<file path="config.mk">
export PLATFORM = sky130hd
export DESIGN_NAME = adc_serial_emu
export DESIGN_NICKNAME = d
export VERILOG_FILES = /design/src/rtl/adcser_pkg.sv /design/src/rtl/adcser_edge.sv /design/src/rtl/adcser_counter.sv /design/src/rtl/adcser_shaper.sv /design/src/rtl/adc_serial_emu.sv
export SDC_FILE = /design/constraint.sdc
export NUM_CORES = 1
export LEC_CHECK = 0
export BUFFER_PORTS_ARGS = -buffer_cell sky130_fd_sc_hd__buf_2
export CAP_MARGIN = 20
export CORE_MARGIN = 2
export CORE_UTILIZATION = 55
export DETAILED_ROUTE_END_ITERATION = 10
export GPL_TIMING_DRIVEN = 0
export PLACE_DENSITY = 0.85
export SETUP_SLACK_MARGIN = 0.1
export SLEW_MARGIN = 20
export SYNTH_ARGS = -nofsm -noshare
export SYNTH_HDL_FRONTEND = slang
export SYNTH_SLANG_ARGS = --single-unit
</file>
<file path="constraint.sdc">
create_clock -name clk -period 1.8 [get_ports clk]
set_input_delay 0.36 -clock clk [delete_from_list [all_inputs] [get_ports clk]]
set_output_delay 0.36 -clock clk [all_outputs]
set_load 0.02 [all_outputs]
</file>
<file path="src/rtl/adcser_pkg.sv">
package adcser_pkg;
  typedef enum logic [2:0] {
    PH_IDLE,
    PH_SAMPLE,
    PH_NULL,
    PH_MSB,
    PH_LSB,
    PH_ZERO
  } adcser_phase_e;
endpackage

</file>
<file path="src/rtl/adcser_edge.sv">
module adcser_edge (
  input  logic clk,
  input  logic rst_n,
  input  logic sclk,
  output logic fall
);
  logic sclk_q;

  always_ff @(posedge clk or negedge rst_n) begin
    if (!rst_n) sclk_q <= 1'b0;
    else        sclk_q <= sclk;
  end

  assign fall = sclk_q & ~sclk;
endmodule

</file>
<file path="src/rtl/adcser_counter.sv">
module adcser_counter #(
  parameter int CNT_W   = 5,
  parameter int CNT_MAX = 26
) (
  input  logic             clk,
  input  logic             rst_n,
  input  logic             cs_n,
  input  logic             step,
  output logic [CNT_W-1:0] cnt_nxt
);
  localparam logic [CNT_W-1:0] MAX_V = CNT_W'(CNT_MAX);

  logic [CNT_W-1:0] cnt_q;

  always_comb begin
    cnt_nxt = cnt_q;
    if (cs_n)
      cnt_nxt = '0;
    else if (step && (cnt_q != MAX_V))
      cnt_nxt = cnt_q + CNT_W'(1);
  end

  always_ff @(posedge clk or negedge rst_n) begin
    if (!rst_n) cnt_q <= '0;
    else        cnt_q <= cnt_nxt;
  end
endmodule

</file>
<file path="src/rtl/adcser_shaper.sv">
module adcser_shaper
  import adcser_pkg::*;
#(
  parameter int RES     = 10,
  parameter int FRAME_W = 12,
  parameter int CNT_W   = 5
) (
  input  logic             clk,
  input  logic             rst_n,
  input  logic             step,
  input  logic [CNT_W-1:0] cnt_nxt,
  input  logic [RES-1:0]   code,
  output logic             sdo,
  output logic             sdo_oe
);
  localparam int PAD = FRAME_W - RES;
  localparam logic [CNT_W-1:0] C_SAMPLE  = CNT_W'(1);
  localparam logic [CNT_W-1:0] C_NULL    = CNT_W'(2);
  localparam logic [CNT_W-1:0] C_MSB_END = CNT_W'(FRAME_W + 2);
  localparam logic [CNT_W-1:0] C_LSB_END = CNT_W'(2 * FRAME_W + 1);

  logic [RES-1:0]     code_q, code_d;
  logic [FRAME_W-1:0] word, shifted;
  logic               sdo_d, oe_d;
  adcser_phase_e      phase;

  generate
    if (PAD > 0) begin : g_pad
      assign word = {code_q, {PAD{1'b0}}};
    end else begin : g_nopad
      assign word = code_q;
    end
  endgenerate

  // capture enable: first detected fall of the frame
  always_comb begin
    code_d = code_q;
    if (step && (cnt_nxt == C_SAMPLE))
      code_d = code;
  end

  always_comb begin
    if (cnt_nxt == '0)              phase = PH_IDLE;
    else if (cnt_nxt == C_SAMPLE)   phase = PH_SAMPLE;
    else if (cnt_nxt == C_NULL)     phase = PH_NULL;
    else if (cnt_nxt <= C_MSB_END)  phase = PH_MSB;
    else if (cnt_nxt <= C_LSB_END)  phase = PH_LSB;
    else                            phase = PH_ZERO;
  end

  always_comb begin
    shifted = '0;
    sdo_d   = 1'b0;
    oe_d    = 1'b0;
    unique case (phase)
      PH_IDLE, PH_SAMPLE: begin
        oe_d = 1'b0;
      end
      PH_NULL, PH_ZERO: begin
        oe_d = 1'b1;
      end
      PH_MSB: begin
        oe_d    = 1'b1;
        shifted = word >> (C_MSB_END - cnt_nxt);
        sdo_d   = shifted[0];
      end
      PH_LSB: begin
        oe_d    = 1'b1;
        shifted = word >> (cnt_nxt - C_MSB_END);
        sdo_d   = shifted[0];
      end
      default: begin
        oe_d = 1'b0;
      end
    endcase
  end

  always_ff @(posedge clk or negedge rst_n) begin
    if (!rst_n) begin
      code_q <= '0;
      sdo    <= 1'b0;
      sdo_oe <= 1'b0;
    end else begin
      code_q <= code_d;
      sdo    <= sdo_d;
      sdo_oe <= oe_d;
    end
  end
endmodule

</file>
<file path="src/rtl/adc_serial_emu.sv">
module adc_serial_emu #(
  parameter int RES     = 10,
  parameter int FRAME_W = 12
) (
  input  logic           clk,
  input  logic           rst_n,
  input  logic           cs_n,
  input  logic           sclk,
  input  logic [RES-1:0] code,
  output logic           sdo,
  output logic           sdo_oe
);
  localparam int CNT_MAX = 2 * FRAME_W + 2;
  localparam int CNT_W   = $clog2(CNT_MAX + 1);

  logic             rst_meta, rst_sync;
  logic             fall;
  logic [CNT_W-1:0] cnt_nxt;

  // asynchronous assert, synchronous release
  always_ff @(posedge clk or negedge rst_n) begin
    if (!rst_n) begin
      rst_meta <= 1'b0;
      rst_sync <= 1'b0;
    end else begin
      rst_meta <= 1'b1;
      rst_sync <= rst_meta;
    end
  end

  adcser_edge u_edge (
    .clk   (clk),
    .rst_n (rst_sync),
    .sclk  (sclk),
    .fall  (fall)
  );

  adcser_counter #(.CNT_W(CNT_W), .CNT_MAX(CNT_MAX)) u_cnt (
    .clk     (clk),
    .rst_n   (rst_sync),
    .cs_n    (cs_n),
    .step    (fall),
    .cnt_nxt (cnt_nxt)
  );

  adcser_shaper #(.RES(RES), .FRAME_W(FRAME_W), .CNT_W(CNT_W)) u_shape (
    .clk     (clk),
    .rst_n   (rst_sync),
    .step    (fall),
    .cnt_nxt (cnt_nxt),
    .code    (code),
    .sdo     (sdo),
    .sdo_oe  (sdo_oe)
  );
endmodule

</file>
# Yosys cells after proc, flatten, opt, wreduce, memory -nomap -nowiden
# Index checks and enable logic that the tools add are counted.
[word_totals]
ff_bits = 20
out_inout_bits = 2
inputBits = 14
[classes]
reduce_logical = 4
n_mux = 9
shifts = 2
addsub = 3
order_cmp = 2
n_eq_ne = 7
n_bitwise = 2
[ops]
columns = ["cell", "count"]
rows = [
  ["$shr A12 B5 Y1", 2],
  ["$mux W3", 4],
  ["$mux W5", 2],
  ["$eq A3 B2 Y1 const B", 2],
  ["$eq A3 B3 Y1 const B", 2],
  ["$add A5 B1 Y5 const B", 1],
  ["$eq A5 B1 Y1 const B", 1],
  ["$eq A5 B2 Y1 const B", 1],
  ["$le A5 B4 Y1 const B", 1],
  ["$le A5 B5 Y1 const B", 1],
  ["$logic_not A5 Y1", 1],
  ["$ne A5 B5 Y1 const B", 1],
  ["$sub A4 B5 Y5 const A", 1],
  ["$sub A5 B4 Y5 const B", 1],
  ["$reduce_or A4 Y1", 1],
  ["$logic_and A1 B1 Y1", 2],
  ["$mux W1", 2],
  ["$pmux W1 S2", 1],
  ["$and A1 B1 Y1", 1],
  ["$not A1 Y1", 1],
]

# Depth between registers and ports, before layout
[logic_depth]
depth_word = 14
depth_mapped = 18

# By module
# Synthesis repeated with hierarchy kept, for this count alone.
[unflattened]
cells_unflattened = 102
hier_area_um2 = 1199.9
[by_module_without_submodules]
columns = ["module", "cells_each", "instances", "area_per_inst_um2"]
rows = [
  ["adcser_shaper", 73, 1, 844.6],
  ["adcser_counter", 24, 1, 262.8],
  ["adc_serial_emu", 3, 1, 53.8],
  ["adcser_edge", 2, 1, 38.8],
]

# Worst setup path after synthesis
# No wires, ideal clock.
[synth_path]
kind = "register -> register"
from = "reg u_cnt.cnt_q[0]"
to = "reg u_shape.sdo"
path_slack_ns = -1.476
t_arrival_ns = 3.194
t_required_ns = 1.718
path_buffers = 0
stages_incl_launch_ff = 17
cell_sequence = "dfrtp_1 > inv_1 > ha_1 > nand3_1 > o21ai_1 > a21oi_1 > or2_2 > inv_1 > ha_1 > a31o_2 > a21oi_1 > and3b_1 > a21oi_2 > mux2i_1 > mux4_1 > or3b_1 > a31oi_1"
[synth_via]
elab_chain_cells = 12
word_cells_on_any_way = 22
[synth_rtl]
columns = ["element", "line", "source"]
rows = [
  ["start: declaration", "adcser_counter.sv:13", "logic [CNT_W-1:0] cnt_q;"],
  ["start signal: assignment", "adcser_counter.sv:25", "else cnt_q <= cnt_nxt;"],
  ["branches (longest 2 deep; another with $add A5 B1 Y5)", "n/a", ""],
  ["$mux W5 *", "adcser_counter.sv:19", "else if (step && (cnt_q != MAX_V))"],
  ["$mux W5 *", "adcser_counter.sv:17", "if (cs_n)"],
  ["via cnt_nxt[1]", "adc_serial_emu.sv:18", "logic [CNT_W-1:0] cnt_nxt;"],
  ["$le A5 B5 Y1", "adcser_shaper.sv:47", "else if (cnt_nxt <= C_LSB_END) phase = PH_LSB;"],
  ["$mux W1", "adcser_shaper.sv:47", ""],
  ["$mux W3", "adcser_shaper.sv:46", "else if (cnt_nxt <= C_MSB_END) phase = PH_MSB;"],
  ["$mux W3", "adcser_shaper.sv:45", "else if (cnt_nxt == C_NULL) phase = PH_NULL;"],
  ["$mux W3", "adcser_shaper.sv:44", "else if (cnt_nxt == C_SAMPLE) phase = PH_SAMPLE;"],
  ["$mux W3", "adcser_shaper.sv:43", "if (cnt_nxt == '0) phase = PH_IDLE;"],
  ["$eq A3 B3 Y1 / $eq A3 B2 Y1 (equally long branches)", "adcser_shaper.sv:55", "unique case (phase)"],
  ["$pmux W1 S2 *", "adcser_shaper.sv:55", ""],
  ["via u_shape.sdo_d", "adcser_shaper.sv:24", "logic sdo_d, oe_d;"],
  ["end signal: assignment", "adcser_shaper.sv:85", "sdo <= sdo_d;"],
  ["end: declaration", "adcser_shaper.sv:13", "output logic sdo,"],
]
# Mark *: on every way through the listed nets, which the timed path passes.
# A chain may end at the register's enable or synchronous reset.

# Final worst setup path
# Same ends and word-level chain as after synthesis.

==> results.yml <==
global_routing:
  antenna_found_initial: 0
  grt_pass1_vias: 1101
  grt_max_degree: 19
  grt.total_usage_pct: 30.2
  grt_overflow: 0
  grt_pass1_wl_um: 5640
floorplan:
  initial_core_util_pct: 57.1
  rows: 17
  die_w_um: 51.7
  die_height_um: 51.7
  core_area_um2: 2190
  dieArea_um2: 2670
  ios: 16
finish:
  final.fill_count: 93
  drive_above_1_share_pct: 66.4
  most-common-layout-cells: "23 x buf_4, 19 x dfrtp_1, 14 x buf_2"
  nNetsFinal: 174
  final_common_cell: "buf_4"
  syn_to_final_growth_pct: 51.3
  diodes: 0
logic_synthesis:
  netlist_area_um2: 1250
  synth_edf_count: 0
  synth-seq-area-share_pct: 40.0
  syn_nets: 128
  postSynth.asyncResetShare_pct: 100
  ys_types: 40
  netlist_instances: 104
  ys.flop_type: "dfrtp_1"
  ys_ff_latch: 20
  postSynthAreaPerCell_um2: 12.0
  yosys_warnings: 0
route:
  dr_total_vias: 1100
  drt_iter0_drc: 56
  postRouteAntennaNets: 0
  route.detailed.drc: 0
  first_pass_iters: 4
  vias_per_cell: 6.21
  wire_per_inst_um: 23.9
  drt-total-wl_um: 4230
cts:
  cts_sinks: 20
  clk_latency_ps: 320
  clock_path_buffers: 2
  clk_pin_slew_ps: 120
  htreeDepth: 1
  cts_buffers: 3
  tritoncts: "built"
  clockRootBuffer: "clkbuf_4"
power:
  vdd_drop_max_uv: 780
  p_leak_nw: 0.854
  power_density_nw_per_um2: 651
  power_mw: 1.23
place:
  io_buffers: 14
  hpwl_um: 1870
  gp_congestion: 0.806
timing:
  holdWs_ps: 199
  finalHoldViolations: 0
  finalSetupViolCount: 13
  slew_headroom_pct: 49.5
  min_period_ps: 3460
  max_clock_freq_mhz: 289
  setup_tns_ps: -9840
  layout_setup_ws_ps: -1660
  min_period_over_period_pct: 192
  drv_slew: 0
  worst_pin_slew_ps: 757
  rsz0062_at_grt: "yes"
  skew_ps: 8.41
worst_setup_path:
  arrival_ps: 3700
  cp_slowest_stage_delay_ps: 450
  start_kind: "flip-flop"
  crit_fanout: 5
  worstPathCellList: "inv_2 -> ha_4 -> nand3_4 -> o21ai_4 -> a21oi_2 -> or2_4 -> inv_6 -> ha_4 -> inv_2 -> a31o_4 -> a21oi_4 -> and3b_2 -> a21oi_4 -> buf_4 -> o2bb2ai_2 -> xnor2_1 -> or3b_4 -> a31oi_4"
  r2r_setup_slack_ps: -1660
  cp_data_required_time_ps: 2040
  slowest_stage: "dfrtp_1"
  crit_type: "reg -> reg"
  endpoint_kind: "flip-flop"
job:
  max_cap_violations: 0
status:
  status: "finished with violations"
  violations: "negative setup slack"
hold_path:
  hold_path.class: "in -> reg"
[Yosys cell counts, types with 2 or more instances]
cell type / instances / share of area [%]
o21ai_0: 2 / 0.80
and2b_2: 2 / 1.4
nand3_1: 4 / 1.6
mux2i_1: 2 / 1.6
nor3_1: 2 / 0.80
or2_2: 2 / 1.0
mux4_1: 2 / 4.2
ha_1: 10 / 10
nor2_1: 6 / 1.8
nand2_1: 3 / 0.90
xnor2_1: 3 / 2.1
dfrtp_1: 20 / 40
a21oi_1: 3 / 1.2
mux2_2: 12 / 11
inv_1: 6 / 1.8
[state kept, by name (all words and copies together) (netlist names)]
signal	count
rst_sync	1
rst_meta	1
u_shape.sdo_oe	1
u_shape.code_q	10
u_edge.sclk_q	1
u_shape.sdo	1
u_cnt.cnt_q	5
[area by class of cell]
type	count	area, um2	area share (%)
Multi-Input combinational cell	75	943	49.8
Clock buffer	4	36.3	1.92
Inverter	7	36.3	1.92
Timing Repair Buffer	41	300	15.9
Sequential cell	20	502	26.5
Tap cell	28	35.0	1.85
Buffer	2	40.0	2.11
[per-stage QoR]
stage / std cells / setup WS, ps / utilization (%) / cell area [um2]
after floorplan: 104 / -1280 / - / 1400
after global placement: 146 / -1580 / 68.7 / 1510
after detailed placement: 146 / -1640 / 68.7 / 1510
after CTS: 166 / -1360 / 79.6 / 1740
after global routing: 177 / -1750 / 86.4 / 1890
final: 177 / -1660 / 86.4 / 1890
[power by group]
part | switching, mW | internal (mW)
Clock | 0.149 | 0.124
Sequential | 0.0699 | 0.535
Combinational | 0.133 | 0.222
[kinds of logic (layout without fill, tap and decap cells)]
logic type,Yosys count,in the layout,synth area share [%]
fa+ha+maj,10,10,10.0
simple gates,29,29,15.2
xor+xnor,3,3,2.10
mux,16,16,16.6
other cells,1,1,0.300
flops,20,20,40.0
compound gates,16,16,11.7
buf+inv,9,54,4.10
[critical path, delay by kind of cell (launching register included)]
kind,cells,cell delay (ps)
adders and majority gates,2,280
buffers and inverters,4,400
DFF,1,450
xor gates and xnor gates,1,180
and+or+nand+nor,4,1050
AOI/OAI and AO/OA,7,980
[layer usage]
metal,vias up,wire [um],GRT usage [%],share of wire [%]
li1,467,-,-,-
met1,549,1750,39.2,41
met2,66,2010,49.1,47
met3,18,315,6.61,7.4
met4,0,157,11.8,3.7
met5,-,0,0,0
[worst paths after layout]
path,endpoint,depth (start not counted),from
max,u_shape.sdo$_DFF_PN0_,18,u_cnt.cnt_q[0]$_DFF_PN0_
min,u_edge.sclk_q$_DFF_PN0_,1,sclk
max reg2reg,u_shape.sdo$_DFF_PN0_,18,u_cnt.cnt_q[0]$_DFF_PN0_
min reg2reg,u_cnt.cnt_q[0]$_DFF_PN0_,0,rst_sync$_DFF_PN0_
max in group asynchronous,u_cnt.cnt_q[1]$_DFF_PN0_,0,rst_sync$_DFF_PN0_
min in group asynchronous,u_cnt.cnt_q[0]$_DFF_PN0_,0,rst_sync$_DFF_PN0_
[timing repair]
action | 4_1_cts | 5_1_grt
hold buffers | 1 | 0
hold endpoints to repair | 2 | 0
pin swaps | 14 | 12
gates cloned | 0 | 1
endpoints found under the setup margin | 12 | 14
gates resized for setup | 17 | 10
setup buffers | 15 | 10
Power figures use the tool's default switching activity.
